File: src/rtl/bp_pkg.sv
package bp_pkg;
  typedef enum logic [1:0] {
    BK_BITCOND = 2'd0,
    BK_REL     = 2'd1,
    BK_ABS     = 2'd2,
    BK_SEG     = 2'd3
  } br_kind_e;
endpackage

File: src/rtl/bp_dir_rule.sv
module bp_dir_rule
  import bp_pkg::*;
#(
  parameter int AW = 24
) (
  input  logic [1:0]    kind,
  input  logic          uncond,
  input  logic [AW-1:0] pc,
  input  logic [AW-1:0] tgt,
  output logic          pred
);
  logic backward;

  always_comb begin
    backward = (tgt <= pc);
    if (br_kind_e'(kind) == BK_BITCOND) pred = backward;
    else                                pred = uncond | backward;
  end
endmodule

File: src/rtl/bp_fold_gate.sv
module bp_fold_gate
  import bp_pkg::*;
(
  input  logic       clk,
  input  logic       rst_n,
  input  logic       accept,
  input  logic       dec_valid,
  input  logic       dec_br,
  input  logic [1:0] kind,
  output logic       fold_ok
);
  logic last_br_q, last_br_d;

  always_comb begin
    last_br_d = last_br_q;
    if (accept && dec_valid) last_br_d = dec_br;
    fold_ok = dec_valid && dec_br && !last_br_q &&
              (br_kind_e'(kind) != BK_BITCOND);
  end

  always_ff @(posedge clk or negedge rst_n) begin
    if (!rst_n) last_br_q <= 1'b0;
    else        last_br_q <= last_br_d;
  end


  fold_after_branch_chk: assert property (@(posedge clk) disable iff (!rst_n)
    (dec_valid && dec_br && accept) |=> !fold_ok);
endmodule

File: src/rtl/bp_resolve.sv
module bp_resolve #(
  parameter int AW        = 24,
  parameter int PENALTY   = 5,
  parameter int STEP      = 2,
  parameter int CW        = $clog2(PENALTY + 2)
) (
  input  logic          clk,
  input  logic          rst_n,
  input  logic          cap,
  input  logic          pred,
  input  logic          fold,
  input  logic [AW-1:0] pc,
  input  logic [AW-1:0] tgt,
  input  logic          res_valid,
  input  logic          res_taken,
  output logic          mispred,
  output logic          zc_evt,
  output logic          flush,
  output logic [AW-1:0] redirect_pc,
  output logic          stall
);
  logic          pend_v_q, pend_v_d;
  logic          pend_pred_q, pend_pred_d;
  logic          pend_fold_q, pend_fold_d;
  logic [AW-1:0] pend_tgt_q, pend_tgt_d;
  logic [AW-1:0] pend_fall_q, pend_fall_d;
  logic          flush_q, flush_d;
  logic [AW-1:0] redir_q, redir_d;
  logic [CW-1:0] cnt_q, cnt_d;

  always_comb begin
    mispred     = res_valid && pend_v_q && (res_taken != pend_pred_q);
    zc_evt      = res_valid && pend_v_q && pend_fold_q;
    pend_v_d    = pend_v_q;
    pend_pred_d = pend_pred_q;
    pend_fold_d = pend_fold_q;
    pend_tgt_d  = pend_tgt_q;
    pend_fall_d = pend_fall_q;
    if (mispred)        pend_v_d = 1'b0;
    else if (cap) begin
      pend_v_d    = 1'b1;
      pend_pred_d = pred;
      pend_fold_d = fold;
      pend_tgt_d  = tgt;
      pend_fall_d = pc + AW'(STEP);
    end else if (res_valid) pend_v_d = 1'b0;
    flush_d = mispred;
    redir_d = redir_q;
    if (mispred) redir_d = res_taken ? pend_tgt_q : pend_fall_q;
    if (mispred)              cnt_d = CW'(PENALTY);
    else if (cnt_q != '0)     cnt_d = cnt_q - 1'b1;
    else                      cnt_d = cnt_q;
  end

  always_ff @(posedge clk or negedge rst_n) begin
    if (!rst_n) begin
      pend_v_q    <= 1'b0;
      pend_pred_q <= 1'b0;
      pend_fold_q <= 1'b0;
      pend_tgt_q  <= '0;
      pend_fall_q <= '0;
      flush_q     <= 1'b0;
      redir_q     <= '0;
      cnt_q       <= '0;
    end else begin
      pend_v_q    <= pend_v_d;
      pend_pred_q <= pend_pred_d;
      pend_fold_q <= pend_fold_d;
      pend_tgt_q  <= pend_tgt_d;
      pend_fall_q <= pend_fall_d;
      flush_q     <= flush_d;
      redir_q     <= redir_d;
      cnt_q       <= cnt_d;
    end
  end

  assign flush       = flush_q;
  assign redirect_pc = redir_q;
  assign stall       = (cnt_q != '0);


  flush_pulse_chk: assert property (@(posedge clk) disable iff (!rst_n)
    flush |=> !flush);

  flush_stall_chk: assert property (@(posedge clk) disable iff (!rst_n)
    flush |-> stall);

  stall_bound_chk: assert property (@(posedge clk) disable iff (!rst_n)
    cnt_q <= CW'(PENALTY));

  idle_resolve_chk: assert property (@(posedge clk) disable iff (!rst_n)
    (res_valid && !pend_v_q) |=> !flush);
endmodule

File: src/rtl/bp_frame_cost.sv
module bp_frame_cost #(
  parameter int PENALTY = 5,
  parameter int CW      = $clog2(PENALTY + 2)
) (
  input  logic          clk,
  input  logic          rst_n,
  input  logic          mispred,
  input  logic          zc_evt,
  input  logic          ret_valid,
  output logic          rpt_valid,
  output logic [CW-1:0] rpt_cycles,
  output logic          rpt_zc
);
  logic          owed_q, owed_d;
  logic          zcp_q, zcp_d;
  logic          rv_q;
  logic [CW-1:0] cyc_q, cyc_d;
  logic          zc_q, zc_d;

  always_comb begin
    owed_d = owed_q;
    zcp_d  = zcp_q;
    cyc_d  = cyc_q;
    zc_d   = zc_q;
    if (ret_valid) begin
      cyc_d  = owed_q ? CW'(PENALTY + 1) : CW'(1);
      zc_d   = zcp_q;
      owed_d = 1'b0;
      zcp_d  = 1'b0;
    end
    if (mispred) owed_d = 1'b1;
    if (zc_evt)  zcp_d  = 1'b1;
  end

  always_ff @(posedge clk or negedge rst_n) begin
    if (!rst_n) begin
      owed_q <= 1'b0;
      zcp_q  <= 1'b0;
      rv_q   <= 1'b0;
      cyc_q  <= '0;
      zc_q   <= 1'b0;
    end else begin
      owed_q <= owed_d;
      zcp_q  <= zcp_d;
      rv_q   <= ret_valid;
      cyc_q  <= cyc_d;
      zc_q   <= zc_d;
    end
  end

  assign rpt_valid  = rv_q;
  assign rpt_cycles = cyc_q;
  assign rpt_zc     = zc_q;


  rpt_cost_chk: assert property (@(posedge clk) disable iff (!rst_n)
    rpt_valid |-> (rpt_cycles == CW'(1) || rpt_cycles == CW'(PENALTY + 1)));

  penalty_consumed_chk: assert property (@(posedge clk) disable iff (!rst_n)
    (ret_valid && !mispred) |=> !owed_q);
endmodule

File: src/rtl/static_branch_predictor.sv
module static_branch_predictor #(
  parameter int AW      = 24,
  parameter int PENALTY = 5,
  parameter int STEP    = 2,
  parameter int CW      = $clog2(PENALTY + 2)
) (
  input  logic          clk,
  input  logic          rst_n,
  input  logic          dec_valid,
  input  logic          dec_br,
  input  logic [1:0]    dec_kind,
  input  logic          dec_uncond,
  input  logic [AW-1:0] dec_pc,
  input  logic [AW-1:0] dec_tgt,
  input  logic          res_valid,
  input  logic          res_taken,
  input  logic          ret_valid,
  output logic          pred_taken,
  output logic          fold_ok,
  output logic          flush,
  output logic [AW-1:0] redirect_pc,
  output logic          stall,
  output logic          rpt_valid,
  output logic [CW-1:0] rpt_cycles,
  output logic          rpt_zc
);
  logic raw_pred, accept, cap, mispred, zc_evt;

  assign accept     = !stall;
  assign cap        = dec_valid && dec_br && accept;
  assign pred_taken = dec_valid && dec_br && raw_pred;

  bp_dir_rule #(.AW(AW)) u_rule (
    .kind(dec_kind), .uncond(dec_uncond), .pc(dec_pc), .tgt(dec_tgt),
    .pred(raw_pred));

  bp_fold_gate u_fold (
    .clk(clk), .rst_n(rst_n), .accept(accept), .dec_valid(dec_valid),
    .dec_br(dec_br), .kind(dec_kind), .fold_ok(fold_ok));

  bp_resolve #(.AW(AW), .PENALTY(PENALTY), .STEP(STEP), .CW(CW)) u_res (
    .clk(clk), .rst_n(rst_n), .cap(cap), .pred(raw_pred), .fold(fold_ok),
    .pc(dec_pc), .tgt(dec_tgt), .res_valid(res_valid), .res_taken(res_taken),
    .mispred(mispred), .zc_evt(zc_evt), .flush(flush),
    .redirect_pc(redirect_pc), .stall(stall));

  bp_frame_cost #(.PENALTY(PENALTY), .CW(CW)) u_cost (
    .clk(clk), .rst_n(rst_n), .mispred(mispred), .zc_evt(zc_evt),
    .ret_valid(ret_valid), .rpt_valid(rpt_valid), .rpt_cycles(rpt_cycles),
    .rpt_zc(rpt_zc));


  fold_needs_branch_chk: assert property (@(posedge clk) disable iff (!rst_n)
    fold_ok |-> (dec_valid && dec_br));
endmodule

File: config.mk
export PLATFORM = sky130hd
export DESIGN_NAME = static_branch_predictor
export DESIGN_NICKNAME = d
export VERILOG_FILES = /design/src/rtl/bp_pkg.sv /design/src/rtl/bp_dir_rule.sv /design/src/rtl/bp_fold_gate.sv /design/src/rtl/bp_resolve.sv /design/src/rtl/bp_frame_cost.sv /design/src/rtl/static_branch_predictor.sv
export SDC_FILE = /design/constraint.sdc
export NUM_CORES = 1
export LEC_CHECK = 0
export ABC_AREA = 1
export BUFFER_PORTS_ARGS = -buffer_cell sky130_fd_sc_hd__buf_2
export CORE_AREA = 2 2 101 103
export DETAILED_ROUTE_END_ITERATION = 7
export DIE_AREA = 0 0 103 105
export GPL_TIMING_DRIVEN = 0
export MAX_ROUTING_LAYER = met4
export PLACE_DENSITY_LB_ADDON = 0.3
export SLEW_MARGIN = 20
export SYNTH_ARGS = -nofsm -noshare
export SYNTH_HDL_FRONTEND = slang
export SYNTH_SLANG_ARGS = --single-unit
File: constraint.sdc
create_clock -name clk -period 1.55 [get_ports clk]
set_input_delay 0.0775 -clock clk [delete_from_list [all_inputs] [get_ports clk]]
set_output_delay 0.0775 -clock clk [all_outputs]
set_load 0.02 [all_outputs]
==> impl_results.md <==
* Fmax at 0.621 GHz
* Critical path, cell by cell: inv_2 > ha_4 > nand2_4 > nor2_4 > inv_2 > nor2_4 > buf_6 > inv_8 > clkbuf_16 > nand2_1 > o21ai_1
* Psw at 3.14 mW
* Cell Pwr Density at 1280 nW/um^2
* Clock power share at 0.174
* Synth-to-Final Area Change at 37.0%
* Mux share of post-synthesis cell area at 0.00478
* Initial antenna violation count at 0
* Number of fill cells at 848
* Chip Height at 105 um
* Syn_area_per_cell at 7.61 sq um
* Post-DP HPWL at 10100 um
* Post-synthesis compound-gate area fraction at 0.0971
* Worst Path Arrival at 1.87 ns
* Cell variety after synth at 31
* Clock Skew at 0.0107 ns
* Fraction of layout cells with a size suffix above 1 at 0.267
* Die area at 10800 sq um
* Startpoint types: register
* Post-Route WL at 14600 um
* First-pass GRT wire length at 22200 um
* Routed WL per cell at 16.1 um
* Critical Path RT at 1.80 ns
* Synthesis-stage register bit count at 86
* Num CTS Buffers at 9
* Slowest stage delay, CP at 0.39 ns
* Root Buffer: clkbuf_8
* Synthesis Warnings at 0
* Longest Clk Path Bufs at 2
* Worst slew margin at 0.608
* Synth Area in Adders at 0.0716
* Total power draw at 8.30 mW
* Vias per cell at 5.17
* DRT iter0 DRCs at 270
* RSZ-0062 raised after global routing: yes
* CTS tree: built
* Setup CP Type: register to register
* Slowest CP cell: dfrtp_1
* GR Util All Layers at 0.278
* Tcrit/Tclk final at 1.04
* Post-Synth XOR/XNOR Area at 0.0149
* Synth Area in Simple Gates at 0.270
* Most frequent cells in the layout: nand2_1, buf_2, dfrtp_1
* Sequential share of power at 0.439
* Synthesized cell area at 4720 sq um
* Nets at 852
* Register area share after synthesis at 0.456
* Met3 GRT Util at 0.0401
* First-pass DRT Iterations at 6
* # IOs at 91
* Final Critical Period at 1.61 ns
* PortBufs at 90
* Commonest non-fill, non-tap cell in the layout: nand2_1
* Clock latency on the worst-skew pair at 0.37 ns
* Met1 GRT Util at 0.372
* Final hold vios at 0
* Initial Util at 0.489
* Via count at 4674
* Comb pwr share at 0.387
* Status: complete, but fails checks
* Worst Setup End Kind: register
* Largest net degree at the start of global routing at 56
* GRT overflow at 0
* Max-slew violations at 0
* Final setup violation count at 38
* Finished Cell Area at 6460 sq um
* Internal power at 5.16 mW
* GRT Max-Usage Layer: met2
* Placed instance area at 5370 sq um
* DRC at 0
* Antenna-violating nets left at 0
* Antenna fix cells at 0
* Vias in the first global route at 4540
* Chip Width at 103 um
* Leakage at 3.33 nW
* Final Worst Setup Slack at -0.0612 ns
* Met2 usage at 0.431
* CP Max Fanout at 9
* Sw Ratio at 0.379
* Worst min path class: primary input to register
* Min Hold Slack at 0.0373 ns
* Dpl ws at -0.356 ns
* Synth Net Count at 705
* Rows at 36
* Cells after synthesis at 620
* Core Region at 9640 sq um
* Kind of cell adding the most delay to the critical path: buffers and inverters
* Max VDD drop at 0.000657 V
* Clock sink count at 86
* Failing checks: negative setup slack
* MaxCap Viol Count at 0
* CTS clk-pin slew, worst paths at 0.09 ns
* Final core occ at 0.670
* Main combinational cell family by area after synthesis: simple AND/OR/NAND/NOR gates
* # H-tree levels at 3
* Worst Tran Pin Value at 0.588 ns
* Buffers & Inverters on Critical Path at 5
* Routability Congestion at 0.937
==> tightest hold or removal path: stages <==
cell and delay [ns]:
buf_2 0.13, o21ai_0 0.08, a31oi_1 0.08
==> worst paths after layout <==
kind	start	to	slack, ns	depth (start not counted)
min	dec_pc[12]	u_res.pend_fall_q[12]	0.04	3
max in group asynchronous	rst_n	u_res.pend_tgt_q[6]	0.74	3
max reg2reg	u_res.cnt_q[0]	u_res.pend_fall_q[19]	-0.06	11
min in group asynchronous	rst_n	u_res.pend_tgt_q[19]	0.20	2
min reg2reg	u_fold.last_br_q	u_fold.last_br_q	0.48	2
max	u_res.cnt_q[0]	u_res.pend_fall_q[19]	-0.06	11
==> registers in the layout (all words and copies together), names as in the netlist <==
name               cells
u_cost.rpt_zc          1
u_cost.owed_q          1
u_res.redirect_pc     24
u_res.pend_v_q         1
u_res.flush            1
u_cost.zcp_q           1
u_res.pend_fold_q      1
u_res.pend_tgt_q      24
u_cost.rpt_valid       1
u_cost.rpt_cycles      2
u_fold.last_br_q       1
u_res.pend_fall_q     24
u_res.cnt_q            3
u_res.pend_pred_q      1
==> cells by family after synthesis <==
family,Yosys count
AND/OR/NAND/NOR,310
buffers and inverters,98
AO/OA/AOI/OAI,89
flip-flops,86
adder cells (fa/ha/maj),27
XOR/XNOR,8
multiplexers,2
==> metrics by stage <==
step                std cells  setup TNS [ns]
floorplan                 620               0
global placement          843          -29.61
detailed placement        844           -7.68
CTS                       896               0
global route              904           -5.06
finish                    904           -1.43
==> synth_stat cells (all sizes together) <==
cell / instances / share of area
nand2: 240 / 0.19
buf: 13 / 0.017
nor2: 32 / 0.029
a21o: 2 / 0.0032
o21ai: 67 / 0.071
clkbuf: 8 / 0.0066
inv: 77 / 0.061
ha: 27 / 0.072
xor2: 7 / 0.013
nand4: 7 / 0.0093
o22ai: 1 / 0.0013
dfrtp: 86 / 0.46
nor3: 11 / 0.017
o31ai: 1 / 0.0016
nand3: 20 / 0.022
a21oi: 15 / 0.016
a31oi: 3 / 0.0040
xnor2: 1 / 0.0019
mux2: 2 / 0.0048
==> power by group through the flow <==
stage	Clock (mW)	Combinational (mW)	Sequential, mW
5_1_grt	1.56	3.62	3.75
2_1_floorplan	0	1.51	3.91
4_1_cts	1.46	2.96	3.63
6_report	1.44	3.21	3.64
3_5_place_dp	0	2.73	3.67
3_3_place_gp	0	2.64	3.63
==> repair_timing <==
item                                    in CTS  in global routing
cloned                                       2                  3
pin swaps                                    9                 17
hold buffers                                32                  0
endpoints found under the setup margin      52                 64
resized for setup                           42                 65
buffers inserted                             3                  5
endpoints found under the hold margin       64                  0
==> cell type report <==
cell class / count / area [sq um] / area share
timing repair buffer: 136 / 1010 / 0.156
buffer: 21 / 189 / 0.0292
clock inverter: 4 / 22.5 / 0.00349
multi-input combinational: 436 / 2470 / 0.382
clock buffer: 11 / 151 / 0.0234
tap: 133 / 166 / 0.0258
inverter: 77 / 302 / 0.0467
sequential: 86 / 2150 / 0.333
==> routing by layer <==
| metal | vias up | share of wire |
|---|---|---|
| met4 | 0 | 0.028 |
| met1 | 2211 | 0.42 |
| li1 | 2243 | - |
| met2 | 191 | 0.48 |
| met3 | 29 | 0.075 |
| met5 | - | 0 |
(Power assumes the default switching activity.)
